<file path="config.mk">
export PLATFORM = sky130hd
export DESIGN_NAME = branch_string_predictor
export DESIGN_NICKNAME = d
export VERILOG_FILES = /design/src/rtl/strpred_pkg.sv /design/src/rtl/strpred_gshare.sv /design/src/rtl/strpred_table.sv /design/src/rtl/strpred_replay.sv /design/src/rtl/branch_string_predictor.sv
export SDC_FILE = /design/constraint.sdc
export NUM_CORES = 2
export LEC_CHECK = 0
export BUFFER_PORTS_ARGS = -buffer_cell sky130_fd_sc_hd__buf_4
export CAP_MARGIN = 20
export CORE_ASPECT_RATIO = 1.1
export CORE_MARGIN = 3
export CORE_UTILIZATION = 42
export CTS_CLUSTER_SIZE = 40
export DETAILED_ROUTE_END_ITERATION = 8
export GPL_TIMING_DRIVEN = 0
export PLACE_DENSITY = 0.55
export SYNTH_ARGS = -nofsm -noshare
export SYNTH_HDL_FRONTEND = slang
export SYNTH_SLANG_ARGS = --single-unit
</file>
<file path="constraint.sdc">
create_clock -name clk -period 7.3 [get_ports clk]
set_clock_uncertainty 0.2 [all_clocks]
set_input_delay 1.46 -clock clk [delete_from_list [all_inputs] [get_ports clk]]
set_output_delay 1.46 -clock clk [all_outputs]
set_load 0.005 [all_outputs]
</file>
<file path="src/rtl/strpred_pkg.sv">
package strpred_pkg;

    typedef logic [1:0] ctr2_t;

    localparam ctr2_t CTR_WEAK_NT = 2'b01;

    typedef struct packed {
        logic valid;
        logic taken;
    } outcome_t;

    typedef enum logic {
        SRC_FALLBACK = 1'b0,
        SRC_STRING   = 1'b1
    } pred_src_e;

    function automatic ctr2_t ctr_step(ctr2_t c, logic taken);
        if (taken) return (c == 2'b11) ? c : c + 2'd1;
        return (c == 2'b00) ? c : c - 2'd1;
    endfunction

    function automatic logic ctr_dir(ctr2_t c);
        return c[1];
    endfunction

endpackage

</file>
<file path="src/rtl/strpred_gshare.sv">
module strpred_gshare
    import strpred_pkg::*;
#(
    parameter int PHT_ENTRIES = 128,
    parameter int PC_W        = 32,
    parameter int PC_LSB      = 2
) (
    input  logic            clk,
    input  logic            rst,
    input  logic            req,
    input  logic [PC_W-1:0] pc,
    input  outcome_t        res,
    output logic            pred
);
    localparam int IDX_W = $clog2(PHT_ENTRIES);

    ctr2_t            pht_q [PHT_ENTRIES];
    logic [IDX_W-1:0] hist_q;
    logic [IDX_W-1:0] idx_q;
    logic [IDX_W-1:0] idx_now;
    ctr2_t            upd_ctr;
    logic             unused_pc_bits;

    assign idx_now        = pc[PC_LSB +: IDX_W] ^ hist_q;
    assign pred           = ctr_dir(pht_q[idx_now]);
    assign upd_ctr        = pht_q[idx_q];
    assign unused_pc_bits = ^{pc[PC_LSB-1:0], pc[PC_W-1:PC_LSB+IDX_W]};

    always_ff @(posedge clk) begin
        if (rst) begin
            for (int i = 0; i < PHT_ENTRIES; i++) pht_q[i] <= CTR_WEAK_NT;
            hist_q <= '0;
            idx_q  <= '0;
        end else begin
            if (req) idx_q <= idx_now;
            if (res.valid) begin
                pht_q[idx_q] <= ctr_step(upd_ctr, res.taken);
                hist_q       <= {hist_q[IDX_W-2:0], res.taken};
            end
        end
    end

    assert_hist_shift_R5: assert property (@(posedge clk) disable iff (rst)
        res.valid |=> (hist_q[0] == $past(res.taken)) &&
                      (hist_q[IDX_W-1:1] == $past(hist_q[IDX_W-2:0])));

    assert_ctr_up_R6: assert property (@(posedge clk) disable iff (rst)
        (res.valid && res.taken) |=>
            pht_q[$past(idx_q)] == (($past(upd_ctr) == 2'b11) ? 2'b11 : $past(upd_ctr) + 2'd1));

    assert_ctr_down_R6: assert property (@(posedge clk) disable iff (rst)
        (res.valid && !res.taken) |=>
            pht_q[$past(idx_q)] == (($past(upd_ctr) == 2'b00) ? 2'b00 : $past(upd_ctr) - 2'd1));

endmodule

</file>
<file path="src/rtl/strpred_table.sv">
module strpred_table #(
    parameter int N_ENTRIES = 16,
    parameter int STR_BITS  = 128
) (
    input  logic                         clk,
    input  logic                         rst,
    input  logic                         wr_en,
    input  logic [$clog2(N_ENTRIES)-1:0] wr_idx,
    input  logic [STR_BITS-1:0]          wr_data,
    input  logic [$clog2(N_ENTRIES)-1:0] rd_idx,
    output logic [STR_BITS-1:0]          rd_data
);
    logic [STR_BITS-1:0] mem_q [N_ENTRIES];

    // A write-back landing in the cycle of a load is forwarded.
    assign rd_data = (wr_en && (wr_idx == rd_idx)) ? wr_data : mem_q[rd_idx];

    always_ff @(posedge clk) begin
        if (rst) begin
            for (int i = 0; i < N_ENTRIES; i++) mem_q[i] <= '0;
        end else if (wr_en) begin
            mem_q[wr_idx] <= wr_data;
        end
    end

    assert_wr_lands_R7: assert property (@(posedge clk) disable iff (rst)
        wr_en |=> mem_q[$past(wr_idx)] == $past(wr_data));

endmodule

</file>
<file path="src/rtl/strpred_replay.sv">
module strpred_replay
    import strpred_pkg::*;
#(
    parameter int N_ENTRIES = 16,
    parameter int STR_BITS  = 128
) (
    input  logic                         clk,
    input  logic                         rst,
    input  logic                         pkt_start,
    input  logic                         pkt_hit,
    input  logic [$clog2(N_ENTRIES)-1:0] pkt_entry,
    input  logic                         pkt_end,
    input  outcome_t                     res,
    input  logic [STR_BITS-1:0]          rd_data,
    output logic                         str_valid,
    output logic                         str_bit,
    output logic                         wr_en,
    output logic [$clog2(N_ENTRIES)-1:0] wr_idx,
    output logic [STR_BITS-1:0]          wr_data
);
    localparam int EW = $clog2(N_ENTRIES);
    localparam int CW = $clog2(STR_BITS + 1);
    localparam int BW = $clog2(STR_BITS);
    localparam logic [CW-1:0] FULL = CW'(STR_BITS);
    localparam logic [CW-1:0] LAST = CW'(STR_BITS - 1);

    logic [STR_BITS-1:0] rec_q, rec_next;
    logic [CW-1:0]       cnt_q;
    logic [EW-1:0]       ent_q;
    logic                active_q, replay_q;
    logic [BW-1:0]       pos;
    logic                room, rec_ok, fill;

    assign pos    = cnt_q[BW-1:0];
    assign room   = cnt_q < FULL;
    assign rec_ok = res.valid && active_q && room;
    assign fill   = rec_ok && (cnt_q == LAST);

    always_comb begin
        rec_next = rec_q;
        if (rec_ok) rec_next[pos] = res.taken;
    end

    assign str_valid = active_q && replay_q && room;
    assign str_bit   = rec_q[pos];
    assign wr_en     = fill || (pkt_end && active_q && room);
    assign wr_idx    = ent_q;
    assign wr_data   = rec_next;

    always_ff @(posedge clk) begin
        if (rst) begin
            rec_q    <= '0;
            cnt_q    <= '0;
            ent_q    <= '0;
            active_q <= 1'b0;
            replay_q <= 1'b0;
        end else if (pkt_start) begin
            active_q <= 1'b1;
            replay_q <= pkt_hit;
            ent_q    <= pkt_entry;
            cnt_q    <= '0;
            rec_q    <= pkt_hit ? rd_data : '0;
        end else begin
            if (pkt_end) active_q <= 1'b0;
            if (rec_ok) begin
                rec_q <= rec_next;
                cnt_q <= cnt_q + CW'(1);
            end
        end
    end

    assert_cnt_bound_R3: assert property (@(posedge clk) disable iff (rst)
        cnt_q <= FULL);

    assert_hit_load_R2: assert property (@(posedge clk) disable iff (rst)
        (pkt_start && pkt_hit) |=> (replay_q && active_q && cnt_q == '0));

endmodule

</file>
<file path="src/rtl/branch_string_predictor.sv">
module branch_string_predictor
    import strpred_pkg::*;
#(
    parameter int N_ENTRIES   = 16,
    parameter int STR_BITS    = 128,
    parameter int PHT_ENTRIES = 128,
    parameter int PC_W        = 32,
    parameter int PC_LSB      = 2
) (
    input  logic                         clk,
    input  logic                         rst,
    input  logic                         pkt_start,
    input  logic                         pkt_hit,
    input  logic [$clog2(N_ENTRIES)-1:0] pkt_entry,
    input  logic                         pkt_end,
    input  logic                         br_req,
    input  logic [PC_W-1:0]              br_pc,
    output logic                         pred_taken,
    input  logic                         br_resolve,
    input  logic                         br_taken
);
    localparam int EW = $clog2(N_ENTRIES);

    outcome_t            res;
    logic                gs_pred, str_valid, str_bit, wr_en;
    logic [EW-1:0]       wr_idx;
    logic [STR_BITS-1:0] wr_data, rd_data;
    pred_src_e           src;

    assign res = '{valid: br_resolve, taken: br_taken};

    strpred_gshare #(
        .PHT_ENTRIES(PHT_ENTRIES), .PC_W(PC_W), .PC_LSB(PC_LSB)
    ) u_fallback (
        .clk(clk), .rst(rst), .req(br_req), .pc(br_pc), .res(res), .pred(gs_pred)
    );

    strpred_table #(
        .N_ENTRIES(N_ENTRIES), .STR_BITS(STR_BITS)
    ) u_table (
        .clk(clk), .rst(rst), .wr_en(wr_en), .wr_idx(wr_idx), .wr_data(wr_data),
        .rd_idx(pkt_entry), .rd_data(rd_data)
    );

    strpred_replay #(
        .N_ENTRIES(N_ENTRIES), .STR_BITS(STR_BITS)
    ) u_replay (
        .clk(clk), .rst(rst), .pkt_start(pkt_start), .pkt_hit(pkt_hit),
        .pkt_entry(pkt_entry), .pkt_end(pkt_end), .res(res), .rd_data(rd_data),
        .str_valid(str_valid), .str_bit(str_bit), .wr_en(wr_en),
        .wr_idx(wr_idx), .wr_data(wr_data)
    );

    assign src        = str_valid ? SRC_STRING : SRC_FALLBACK;
    assign pred_taken = (src == SRC_STRING) ? str_bit : gs_pred;

endmodule

</file>
**Word-level counts from Yosys, hierarchy flattened**

Memory sizes are Yosys's and may differ from the RTL's. A register that Yosys moved wholly into a read port is not among the register bits.
Index checks and enable logic that the tools add are counted.

- Register bits after elaboration: 156
- Latch bits: 0
- Memory bits (writable): 2304
- ROM bits: 0
- Input port bits: 44
- Output and inout bits: 1
- Memories kept: 2

Memories:

| name | depth | width | rd ports | clocked after memory_dff | write ports | line | RTL |
|---|---|---|---|---|---|---|---|
| u_table.mem_q | 16 | 128 | 1 | 0 | 16 | strpred_table.sv:13 | `logic [STR_BITS-1:0] mem_q [N_ENTRIES];` |
| u_fallback.pht_q | 128 | 2 | 2 | 1 | 128 | strpred_gshare.sv:17 | `ctr2_t pht_q [PHT_ENTRIES];` |

- Add/sub/neg operators: 3
- Multipliers: 0
- Div/mod/pow operators: 0
- $lt $le $gt $ge: 3
- Equal/unequal tests: 3
- Shift-type cells: 0
- Mux-type cells: 39
- Bitwise logic cells: 1
- Reduce and logical (&&, ||, !) cells: 16

Operators with widths:

| cell | number |
|---|---|
| 128-bit two-way mux | 6 |
| 128-bit bitwise mux | 1 |
| 128-bit OR reduction | 1 |
| 7-bit two-way mux | 3 |
| 1-bit two-way mux | 19 |
| 2-bit two-way mux | 7 |
| 1-bit logical AND | 9 |
| 8-bit by 1-bit adder with 8-bit output, second input constant | 1 |
| 8-bit by 7-bit equality test with 1-bit output, second input constant | 1 |
| 7-bit by 8-bit < comparator with 1-bit output, second input constant | 1 |
| 8-bit < comparator, second input constant | 1 |
| 1-bit binary-select mux with 7-bit select | 1 |
| 1-bit demux with 7-bit select | 1 |
| 7-bit by 1-bit >= comparator with 1-bit output, second input constant | 1 |
| 7-bit XOR | 1 |
| 4-bit equality test | 1 |
| 4-bit two-way mux | 1 |
| 2-bit nonzero test | 2 |
| 2-bit OR reduction | 2 |
| 2-bit by 1-bit adder with 2-bit output, second input constant | 1 |
| 2-bit equality test, second input constant | 1 |
| 2-bit logical NOT | 1 |
| 2-bit by 1-bit subtractor with 2-bit output, second input constant | 1 |
| 1-bit logical OR | 1 |

**Longest topological paths before layout**

- Depth in word-level cells: 9
- Gate-level depth with buffers: 11
- Gate-level depth less buffers: 7

**Modules after synthesis**

From an unflattened synthesis, not the netlist that was laid out.

- Cell total of the unflattened synthesis: 8721
- Area total of the unflattened synthesis: 119507.1 µm²

Modules (own cells, without submodules):

| module | instances | cells an instance | area each (µm²) | sequential area each (µm²) |
|---|---|---|---|---|
| strpred_table | 1 | 6237 | 93865.0 | 61499.0 |
| strpred_gshare | 1 | 1134 | 14702.9 | 8107.8 |
| strpred_replay | 1 | 1349 | 10924.2 | 2842.7 |
| branch_string_predictor | 1 | 1 | 15.0 | 0.0 |

**Least setup slack after synthesis**

No wires, ideal clock.

- Kind: in2reg
- Start: in br_resolve
- End: mem u_table.mem_q[12][0], enable pin
- Library setup time: 510 ps
- Arrival: 5667 ps
- Required time: 6590 ps
- Slack: 924 ps
- Stages: 7
- Path buffers: 2
- Cell sequence: and4b_1 > buf_2 > a32oi_1 > nor4_1 > nand3_1 > clkbuf_1 > nand2b_1

RTL lines:

| what | line | RTL |
|---|---|---|
| from (decl) | branch_string_predictor.sv:19 | `input logic br_resolve,` |
| to (decl) | strpred_table.sv:13 |  |

**Worst setup path after layout**

- Start: in br_pc[2]
- End: out pred_taken

- Longest elaborated chain between the ends: 3

RTL lines:

| what | line | RTL |
|---|---|---|
| from (decl) | branch_string_predictor.sv:17 | `input logic [PC_W-1:0] br_pc,` |
| 7-bit XOR | strpred_gshare.sv:24 | `assign idx_now = pc[PC_LSB +: IDX_W] ^ hist_q;` |
| memory read 128 x 2 bit | n/a |  |
| 1-bit two-way mux | branch_string_predictor.sv:55 | `assign pred_taken = (src == SRC_STRING) ? str_bit : gs_pred;` |
| to (decl) | branch_string_predictor.sv:18 | `output logic pred_taken,` |

No other way between the ends.

==> impl_summary.txt <==
----------------------------------------------------
[GRT]
  Largest net degree at the start of global routing ... 53
  Total global-route track usage ... 0.2608
  Wire length of the first global-routing pass ... 505,500 um
  Via count of the first global-routing pass ... 69,550
  Antenna violations before repair ... 17
  Congestion Overflow GR ... 0

[Worst setup path]
  Crit Path Max Fanout ... 10
  Critical path startpoint category ... primary input
  CP Data Arrival Time ... 5230 ps
  Cells traversed along the worst timing path ... buf_4 > xor2_2 > buf_2 > mux4_2 > a22oi_1 > a21oi_1 > nor3_1 > a2111o_1 > o211ai_1 > buf_4
  Startpoint of the most critical setup path ... br_pc[2]
  Kind of critical path ... primary input to output pin
  Number of buffer and inverter stages on the critical path ... 3
  Worst reg2reg path startpoint ... u_replay.cnt_q[0]
  Reg-to-reg slack, setup ... 2220 ps
  Worst EP required ... 5640 ps
  Master of the slowest instance on the critical path ... sky130_fd_sc_hd__xor2_2
  CP Capture Type ... output pin
  Family with the most delay on the worst path ... buffers and inverters
  CP max stage delay ... 720 ps
  Dominant cell type by count on the critical path ... sky130_fd_sc_hd__buf_4

[Floorplan]
  Initial cell density of the core ... 0.4235
  Standard cell core area ... 260,200 um2
  Die extent in y ... 543.2 um
  Overall die width ... 494.4 um
  Count of pins on the block boundary ... 45
  Die outline area ... 268,600 um2
  Rows ... 196

[Clock tree]
  Number of H-tree levels ... 5
  Max Root-Sink Buffers ... 4
  Post-CTS repair timing setup buffer count ... 0
  Clk_lat worst skew ... 880 ps
  Cells resized by post-CTS repair ... 0
  Total clock buffers created by CTS ... 274
  Clock tree from TritonCTS ... done
  CTS Sinks ... 2,467
  # hold bufs at CTS ... 0
  Post-CTS clock slew at the launch and capture registers of the worst setup and hold paths ... 60 ps
  Root Driver ... sky130_fd_sc_hd__clkbuf_16

[Logic synthesis]
  Share of flip-flops with an asynchronous set or reset after synthesis ... 0
  Number of enable-type register cells in the synthesized netlist ... 2,304
  Library cell with the largest summed area after synthesis ... sky130_fd_sc_hd__edfxtp_1
  Average footprint of a synthesized cell ... 14.48 um2
  Cell count after synthesis ... 7,612
  Number of nets produced by synthesis ... 7,657
  #FFs+latches synth ... 2,467
  Sequential element share of the synthesized area ... 0.6574
  Post-synthesis instance area ... 110,200 um2
  Count of distinct cell types in the synthesized netlist ... 62
  Leading post-synthesis cells by cell area ... sky130_fd_sc_hd__edfxtp_1 (63%), sky130_fd_sc_hd__mux4_2 (15%), sky130_fd_sc_hd__nor2_1 (7.7%)
  Dominant register cell in the synthesized netlist ... sky130_fd_sc_hd__edfxtp_1
  Proportion of netlist area held by the largest area contributor ... 0.6278
  Warnings, synthesis ... 0

[Final layout]
  Cell Count, Final, Fillers Out ... 11,660
  Number of filler cells placed in the layout ... 22,590
  Post-route core utilization ... 0.4799
  Area of the multi-input gates ... 34,760 um2
  Final Net Count ... 8,030
  Final Instance Area ... 124,900 um2
  Share of final-layout standard cells stronger than drive strength 1 ... 0.1869
  Layout Area Growth over Synthesis ... 13.31%
  Sequential cell area ... 72,450 um2

[Drt]
  DRC violations left ... 0
  Via count ... 69,100
  Aggregate routed wire length ... 353,700 um
  Iteration count of the initial detailed-routing pass ... 6
  Via density per instance ... 5.925
  Post-DRT Antenna Nets ... 0
  Iteration-0 DRC Markers ... 8,150
  Wire length per cell after detailed routing ... 30.33 um

[STA]
  Final Max Tran Viols ... 0
  Post-layout minimum cycle time ... 6888 ps
  Final hold violations ... 0
  Maximum frequency from static timing analysis ... 145.2 MHz
  Final setup violation count ... 0
  Fraction of the cycle the final worst path needs ... 0.9435
  Worst-Margin Slew ... 1247 ps
  Relative slew slack ... 0.1690
  RSZ-0062 raised after global routing ... no

[Placement]
  Final HPWL DP ... 243,000 um
  Placed cell area ... 116,200 um2
  Last weighted congestion value of the routability-driven placer ... 0.9277
  Count of placed standard cells including taps ... 11,160
  IO Port Bufs ... 12

[Hold path]
  Class of the tightest hold or removal check ... flop to flop
  Hold_sp ... u_fallback.hist_q[6]

[Power and ir drop]
  Peak supply drop ... 179.1 uV
  Total power density per cell area ... 258.9 nW/um2
  Static leakage ... 40.67 nW
  Total Power ... 32.33 mW

[Status]
  Status ... finished, final reports clean

[Flow run]
  Max-cap violations ... 0

----------------------------------------------------
==> metrics by stage <==
stage	setup WS, ps	TNS, ps	hold slack (ps)
after detailed placement	483.7	0	299.6
after CTS	462.7	0	315.0
after floorplan	923.5	0	248.7
after global routing	393.8	0	342.2
after global placement	-4046	-7308160	292.2
final	412.2	0	318.5
==> worst min-delay path, stage by stage (launching register included) <==
cell and delay [ps]:
sky130_fd_sc_hd__dfxtp_1 340, sky130_fd_sc_hd__mux2i_1 70, sky130_fd_sc_hd__nor2_1 70
==> synthesized netlist by cell type (6+ instances only) <==
cell and instances:
sky130_fd_sc_hd__o21bai_1 124, sky130_fd_sc_hd__nand2b_1 84, sky130_fd_sc_hd__and2_1 11, sky130_fd_sc_hd__a211oi_1 7, sky130_fd_sc_hd__mux2_2 20, sky130_fd_sc_hd__o22ai_1 34, sky130_fd_sc_hd__a21o_1 24, sky130_fd_sc_hd__nor2b_1 13
sky130_fd_sc_hd__xnor2_1 9, sky130_fd_sc_hd__dfxtp_1 163, sky130_fd_sc_hd__o21ai_0 133, sky130_fd_sc_hd__a221oi_1 137, sky130_fd_sc_hd__edfxtp_1 2304, sky130_fd_sc_hd__xor2_1 10, sky130_fd_sc_hd__nor3_2 49, sky130_fd_sc_hd__buf_4 9
sky130_fd_sc_hd__nand3b_1 6, sky130_fd_sc_hd__nand2_1 240, sky130_fd_sc_hd__nor3_1 17, sky130_fd_sc_hd__clkbuf_1 569, sky130_fd_sc_hd__mux4_2 746, sky130_fd_sc_hd__buf_1 80, sky130_fd_sc_hd__mux2i_1 150, sky130_fd_sc_hd__nor2_1 2253
sky130_fd_sc_hd__a22oi_1 22, sky130_fd_sc_hd__buf_6 6, sky130_fd_sc_hd__buf_2 102, sky130_fd_sc_hd__nor4_2 21, sky130_fd_sc_hd__nand3_1 105, sky130_fd_sc_hd__a21oi_1 26, sky130_fd_sc_hd__or2_2 58, sky130_fd_sc_hd__nor4_1 18
==> layout make-up <==
cell class / instances / share of cell area
well taps: 3465 / 0.03472
clock buffers: 341 / 0.05841
flip-flops and latches: 2467 / 0.5802
multi-input cells: 4374 / 0.2783
diodes: 10 / 0.0002004
clock inverters: 137 / 0.009469
inverters: 3 / 0.00009018
repair buffers: 97 / 0.01342
plain buffers: 768 / 0.02517
==> layer usage <==
| layer | vias up | part of all wire | global-route usage | wire length (um) |
|---|---|---|---|---|
| li1 | 29230 | - | - | - |
| met1 | 36250 | 0.39 | 0.3417 | 137300 |
| met4 | 2 | 0.042 | 0.09872 | 14980 |
| met3 | 661 | 0.075 | 0.04496 | 26550 |
| met5 | - | 0.000051 | 0 | 18 |
| met2 | 2954 | 0.49 | 0.4356 | 174900 |
==> flip-flops by register name (all words and copies together) (netlist names), named ones only <==
signal / count
u_replay.rec_q: 128
u_replay.replay_q: 1
u_fallback.idx_q: 7
u_replay.cnt_q: 8
u_table.mem_q: 2048
u_fallback.hist_q: 7
u_replay.wr_idx: 4
u_fallback.pht_q: 256
u_replay.active_q: 1
==> power breakdown <==
part           total, mW  switching (mW)  internal [mW]
logic               2.80            1.84          0.960
registers           16.1           0.175           15.9
clock network       13.4            5.77           7.67
total               32.3            7.79           24.5
==> kinds of logic after synthesis <==
family / share of synthesized area
AND/OR/NAND/NOR: 0.1100
flip-flops: 0.6574
multiplexers: 0.1681
buffers and inverters: 0.02834
AO/OA/AOI/OAI: 0.03450
XOR/XNOR: 0.001510
adder cells (fa/ha/maj): 0.0001135
==> placed cells by master (no fill, tap or decap), types with 42 or more instances in the layout <==
| cell type | count |
|---|---|
| sky130_fd_sc_hd__dfxtp_1 | 163 |
| sky130_fd_sc_hd__buf_1 | 78 |
| sky130_fd_sc_hd__or2_2 | 58 |
| sky130_fd_sc_hd__nor2_1 | 2253 |
| sky130_fd_sc_hd__o21ai_0 | 133 |
| sky130_fd_sc_hd__edfxtp_1 | 2304 |
| sky130_fd_sc_hd__a221oi_1 | 137 |
| sky130_fd_sc_hd__nand2_1 | 240 |
| sky130_fd_sc_hd__nand3_1 | 105 |
| sky130_fd_sc_hd__clkinv_2 | 42 |
| sky130_fd_sc_hd__clkinv_1 | 52 |
| sky130_fd_sc_hd__buf_2 | 106 |
| sky130_fd_sc_hd__mux4_2 | 746 |
| sky130_fd_sc_hd__o21bai_1 | 124 |
| sky130_fd_sc_hd__mux2i_1 | 150 |
| sky130_fd_sc_hd__clkbuf_16 | 278 |
| sky130_fd_sc_hd__nor3_2 | 49 |
| sky130_fd_sc_hd__nand2b_1 | 68 |
| sky130_fd_sc_hd__clkbuf_1 | 599 |
==> final timing paths <==
kind	endpoint	depth (start not counted)
max	pred_taken	10
min	u_fallback.hist_q[6]	2
max reg2reg	u_table.mem_q[2][77]	9
min reg2reg	u_fallback.hist_q[6]	2
No activity file was read; power rests on OpenSTA's default activity.
